File: src/rtl/supv_pkg.sv
package supv_pkg;
  localparam int unsigned NCH = 4;
  localparam int unsigned NOV = 2;
  typedef logic [NCH-1:0] chan_vec_t;
endpackage

File: src/rtl/supv_map.sv
module supv_map
  import supv_pkg::*;
(
  input  chan_vec_t          en_i,
  input  chan_vec_t          uv_i,
  input  logic [NOV-1:0]     ov_i,
  input  logic               pair_i,
  output chan_vec_t          ok_o
);
  // channels 0/1 optionally qualified by over-voltage of 2/3; 2/3 idle when paired
  for (genvar k = 0; k < NCH; k++) begin : g_map
    if (k < NOV) begin : g_lo
      assign ok_o[k] = en_i[k] & ~uv_i[k] & ~(pair_i & ov_i[k]);
    end else begin : g_hi
      assign ok_o[k] = ~pair_i & en_i[k] & ~uv_i[k];
    end
  end
endmodule

File: src/rtl/supv_chan_dly.sv
module supv_chan_dly #(
  parameter int unsigned DLY_W = 8
) (
  input  logic             clk_i,
  input  logic             rst_ni,
  input  logic             ok_i,
  input  logic [DLY_W-1:0] dly_i,
  output logic             vld_o
);
  logic [DLY_W-1:0] cnt_q;

  always_ff @(posedge clk_i or negedge rst_ni) begin
    if (!rst_ni)              cnt_q <= '0;
    else if (!ok_i)           cnt_q <= '0;
    else if (cnt_q < dly_i)   cnt_q <= cnt_q + 1'b1;
  end

  // combinational qualify so a bad input drops status with no edge
  assign vld_o = ok_i & (cnt_q >= dly_i);

  AST_CNT_CLEARS: assert property (@(posedge clk_i) disable iff (!rst_ni)
    !ok_i |=> cnt_q == '0);
  AST_ROSE_AFTER_HOLD: assert property (@(posedge clk_i) disable iff (!rst_ni)
    ($rose(vld_o) && dly_i != '0 && $stable(dly_i)) |-> $past(ok_i));
endmodule

File: src/rtl/supv_rst_seq.sv
module supv_rst_seq #(
  parameter int unsigned TMO_W = 12
) (
  input  logic             clk_i,
  input  logic             rst_ni,
  input  logic             cause_i,
  input  logic [TMO_W-1:0] tmo_i,
  output logic             rst_o
);
  logic [TMO_W-1:0] cnt_q;
  logic             done_q;

  always_ff @(posedge clk_i or negedge rst_ni) begin
    if (!rst_ni) begin
      cnt_q  <= '0;
      done_q <= 1'b0;
    end else if (cause_i) begin
      cnt_q  <= '0;
      done_q <= 1'b0;
    end else if (!done_q) begin
      if (cnt_q >= tmo_i) done_q <= 1'b1;
      else                cnt_q  <= cnt_q + 1'b1;
    end
  end

  assign rst_o = cause_i | ~done_q;

  AST_CAUSE_HOLDS: assert property (@(posedge clk_i) disable iff (!rst_ni)
    cause_i |-> rst_o);
  AST_RESTART: assert property (@(posedge clk_i) disable iff (!rst_ni)
    cause_i |=> (cnt_q == '0 && rst_o));
  AST_RELEASE_AFTER_TMO: assert property (@(posedge clk_i) disable iff (!rst_ni)
    ($fell(rst_o) && $stable(tmo_i)) |-> $past(cnt_q) >= $past(tmo_i));
endmodule

File: src/rtl/supv_seq.sv
module supv_seq
  import supv_pkg::*;
#(
  parameter int unsigned DLY_W = 8,
  parameter int unsigned TMO_W = 12
) (
  input  logic                      clk_i,
  input  logic                      rst_ni,
  input  logic [NCH-1:0]            en_i,
  input  logic [NCH-1:0]            uv_i,
  input  logic [NOV-1:0]            ov_i,
  input  logic                      pair_i,
  input  logic                      inv_i,
  input  logic                      mrb_ni,
  input  logic [NCH-1:0][DLY_W-1:0] dly_i,
  input  logic [TMO_W-1:0]          tmo_i,
  output logic [NCH-1:0]            stat_o,
  output logic                      rst_o,
  output logic                      rst_no
);
  chan_vec_t ok, vld;
  logic      cause, rst;

  supv_map i_map (
    .en_i   (en_i),
    .uv_i   (uv_i),
    .ov_i   (ov_i),
    .pair_i (pair_i),
    .ok_o   (ok)
  );

  for (genvar k = 0; k < NCH; k++) begin : g_ch
    supv_chan_dly #(.DLY_W(DLY_W)) i_dly (
      .clk_i  (clk_i),
      .rst_ni (rst_ni),
      .ok_i   (ok[k]),
      .dly_i  (dly_i[k]),
      .vld_o  (vld[k])
    );
    if (k < NOV) begin : g_plain
      assign stat_o[k] = vld[k];
    end else begin : g_sense
      assign stat_o[k] = pair_i ? 1'b0 : (vld[k] ^ inv_i);
    end
  end

  assign cause = ~mrb_ni | ~(&en_i) | ~(&vld[NOV-1:0])
               | (~pair_i & ~(&vld[NCH-1:NOV]));

  supv_rst_seq #(.TMO_W(TMO_W)) i_rst (
    .clk_i   (clk_i),
    .rst_ni  (rst_ni),
    .cause_i (cause),
    .tmo_i   (tmo_i),
    .rst_o   (rst)
  );

  assign rst_o  = rst;
  assign rst_no = ~rst;

  AST_DIS_RST: assert property (@(posedge clk_i) disable iff (!rst_ni)
    !(&en_i) |-> rst_o);
  AST_STAT_NEEDS_EN: assert property (@(posedge clk_i) disable iff (!rst_ni)
    !en_i[0] |-> !stat_o[0]);
  AST_MRB_RST: assert property (@(posedge clk_i) disable iff (!rst_ni)
    !mrb_ni |-> (rst_o && !rst_no));
endmodule

File: config.mk
export PLATFORM = sky130hd
export DESIGN_NAME = supv_seq
export DESIGN_NICKNAME = d
export VERILOG_FILES = /design/src/rtl/supv_pkg.sv /design/src/rtl/supv_map.sv /design/src/rtl/supv_chan_dly.sv /design/src/rtl/supv_rst_seq.sv /design/src/rtl/supv_seq.sv
export SDC_FILE = /design/constraint.sdc
export NUM_CORES = 1
export LEC_CHECK = 0
export BUFFER_PORTS_ARGS = -buffer_cell sky130_fd_sc_hd__buf_4
export CORE_MARGIN = 2
export CORE_UTILIZATION = 57
export CTS_CLUSTER_DIAMETER = 80
export DETAILED_ROUTE_END_ITERATION = 16
export PLACE_DENSITY = 0.89
export RECOVER_POWER = 50
export SYNTH_ARGS = -nofsm -noshare
export SYNTH_HDL_FRONTEND = slang
export SYNTH_HIERARCHICAL = 1
export SYNTH_SLANG_ARGS = --single-unit
File: constraint.sdc
create_clock -name clk_i -period 4.3 [get_ports clk_i]
set_input_delay 1.075 -clock clk_i [delete_from_list [all_inputs] [get_ports clk_i]]
set_output_delay 1.075 -clock clk_i [all_outputs]
set_load 0.02 [all_outputs]
==> impl_metrics.toml <==
[outcome]
status = "complete, but fails checks"
failed_checks = "max-capacitance violations, max-slew violations"

[timing]
final.min_clock_period_ns = 4.04
hold_viol = 0
fmax_ghz = 0.247
finalSetupViolCount = 0
fin_tns_setup_ns = 0
rsz0062_at_grt = "false"
fin_crit_sh_pct = 94.0
worst_pin_slew_ns = 2.42
drv_slew = 46
fin_skew_ns = 0.00593
timing.slew.headroom_pct = -61.6

[critical_path]
r2r_cells = 7
path_buf_inv = 4
r2r_start = "i_rst/cnt_q[9]"
critPathTopFamily = "simple AND/OR/NAND/NOR gates"
critPathMaxFanout = 2
timing.rr.end = "i_rst/cnt_q[5]"
regToRegSetupSlack_ns = 1.75
end_kind = "output pin"
required_ns = 3.22
arrival_ns = 2.97
critical_path.slowest_cell = "or3_1"
worst_setup_path_start_kind = "primary input"
crit_chain = "clkbuf_4, inv_1, ha_1, nor2b_1, o211ai_1, a21oi_1, o31a_2, a21oi_1, or3_1, nand2b_1, inv_1, buf_4"
criticalPathCategory = "primary input to output pin"
max_stage_delay_ns = 0.42

[place]
gp_congestion = 0.863
hpwlAfterDp_mm = 6.44
io_buffers = 64

[run]
max_cap_violations = 1

[yosys]
synth_common_cells = "ha_1, inv_1, dfrtp_1"
seq_area_frac_synth_pct = 30.1
avgSynthCellArea_sq_um = 8.64
synth_edf_count = 0
synth.distinct_cells = 47
synth_top_area_cell = "dfrtp_1"
syn-num-nets = 541
yosys_warnings = 6
netlist_area_sq_mm = 0.00374
synthCells = 433
synth_ff_type = "dfrtp_1"
synthArstFlopShare_pct = 100
netlist_top_cells_area = "dfrtp_1, ha_1, inv_1, mux2i_1, nand2_1"
ys_seq_elements = 45
synth_top_cell_area_share_pct = 30.1

[clocking]
cts_tree = "built"
cts_made_buffers = 5
clock_sinks = 45
hold_buffers = 0
htreeDepth = 2
cts.repair.resized = 0
path_clk_slew_ns = 0.08
cts_root_buf = "clkbuf_8"
clk_latency_ns = 0.30
clk_path_buf_depth = 2
cts_setup_buffers = 0

[route]
route.detailed.drc = 0
drt-pass1-iter-count = 4
drt_wl_total_mm = 8.14
vias = 3356
drt-vias-per-instance = 5.80
wl_per_cell_um = 14.1
wl_met1_mm = 3.43
dr_wl_met2_mm = 4.18
drtAntennaViolNets = 0
first_iter_violations = 191
wl_met3_um = 357
routed.top_layer = "met4"

[final_layout]
syn2layout_area_growth_pct = 17.1
n_antenna_cell = 0
drive_above_1_share_pct = 20.1
layout.nets = 609

[hold_path]
min_to = "g_ch[0].i_dly/cnt_q[5]"
min-delay-start = "g_ch[0].i_dly/cnt_q[5]"
hold-path-cell-count = 2
hold_class = "flip-flop to flip-flop"

[die]
die_area_sq_mm = 0.00723
rows = 29
initial_core_util_pct = 58.9
die_height_um = 85
core-area_sq_mm = 0.00635
die_w_um = 85
io_pins = 65

[power_and_ir_drop]
combPwrFrac_pct = 14.8
p_total_uw = 798
power.leakage_nw = 2.08
peakVddDrop_mv = 0.132
switching_share_pct = 24.6
p_int_uw = 602
p_clk_share_pct = 31.5
switchingPower_uw = 197
pwr-share-seq_pct = 53.7
p_per_area_mw_per_mm2 = 182

[global_routing]
overflow = 0
grt_max_degree = 46
grt.total_usage_pct = 24.0
grt_antenna_before_repair = 0
grt_pass1_vias = 3280
grt_pass1_wl_mm = 14.3
==> power groups by stage <==
stage	sequential, mW	clock [mW]	combinational (mW)
after floorplan	0.436	0	0.0538
after global placement	0.437	0	0.114
after detailed placement	0.437	0	0.119
after CTS	0.429	0.257	0.120
after global routing	0.429	0.276	0.134
final	0.429	0.251	0.118
==> worst reg2reg max path: stages, from the launching register on <==
cell and delay [ns]:
dfrtp_1 0.43, ha_1 0.31, a21o_2 0.19, a21oi_1 0.15
o221ai_1 0.42, buf_4 0.32, or4_1 0.49, a21oi_1 0.17
==> state kept, by name, indices dropped and copies added (netlist names) <==
| register | count |
|---|---|
| g_ch.i_dly/cnt_q | 32 |
| i_rst/done_q | 1 |
| i_rst/cnt_q | 12 |
==> cell usage in the layout, fill, tap and decap left out, types with 2 or more instances in the layout <==
cell type / instances
a211oi_1: 2
a21boi_0: 6
a21boi_1: 3
a21oi_1: 29
a21oi_2: 7
and4_1: 2
buf_4: 71
clkbuf_1: 5
clkbuf_8: 5
dfrtp_1: 45
ha_1: 49
inv_1: 49
mux2i_1: 17
nand2_1: 43
nand2b_1: 13
nand3_1: 12
nand4_1: 20
nor2_1: 19
nor2b_1: 4
nor3_1: 8
nor3b_1: 3
nor4_1: 3
o211ai_1: 4
o21a_1: 6
o21ai_0: 16
o21ai_2: 4
o31a_2: 3
o31ai_1: 10
or3_1: 17
or4_1: 10
xnor2_1: 2
==> layer usage <==
layer | track usage [%] | up-vias
met5 | 0 | -
met4 | 7.79 | 0
met3 | 4.18 | 12
met2 | 43.2 | 74
met1 | 29.1 | 1577
li1 | - | 1693
==> cell type report <==
cell class | instances | area (sq um)
Clock buffer | 8 | 80.1
Multi-Input combinational cell | 326 | 2340
Timing Repair Buffer | 74 | 548
Sequential cell | 45 | 1130
Fill cell | 515 | 1970
Inverter | 49 | 184
Tap cell | 77 | 96.3
==> metrics by stage <==
stage | worst slack (ns) | area (sq um) | cells | hold WS [ns] | util (%)
floorplan | 0.0102 | 3740 | 433 | 0.524 | -
global placement | 0.309 | 4310 | 571 | 0.547 | 67.8
detailed placement | 0.269 | 4310 | 571 | 0.556 | 67.8
CTS | 0.266 | 4390 | 579 | 0.568 | 69.1
global route | 0.133 | 4380 | 579 | 0.594 | 69.0
finish | 0.259 | 4380 | 579 | 0.564 | 69.0
==> kinds of logic (layout without fill, tap and decap cells) <==
| family | count (synthesis) | in the layout | synth area share [%] |
|---|---|---|---|
| AO/OA/AOI/OAI | 94 | 94 | 16.9 |
| adder cells (fa/ha/maj) | 49 | 49 | 16.4 |
| AND/OR/NAND/NOR | 162 | 162 | 23.7 |
| XOR/XNOR | 2 | 2 | 0.468 |
| flip-flops | 45 | 45 | 30.1 |
| buffers and inverters | 62 | 131 | 7.19 |
| multiplexers | 19 | 19 | 5.25 |
==> worst max path at each step <==
| stage | slack, ns | cells past startpoint | endpoint | startpoint |
|---|---|---|---|---|
| after floorplan | 0.01 | 13 | rst_no | dly_i[25] |
| final | 0.26 | 12 | rst_no | dly_i[17] |
| after detailed placement | 0.27 | 12 | rst_no | dly_i[17] |
| after global placement | 0.31 | 13 | rst_no | dly_i[25] |
| after CTS | 0.27 | 12 | rst_no | dly_i[17] |
| after global routing | 0.13 | 12 | rst_no | dly_i[9] |
Note: power is estimated with default switching activity, not from simulation.
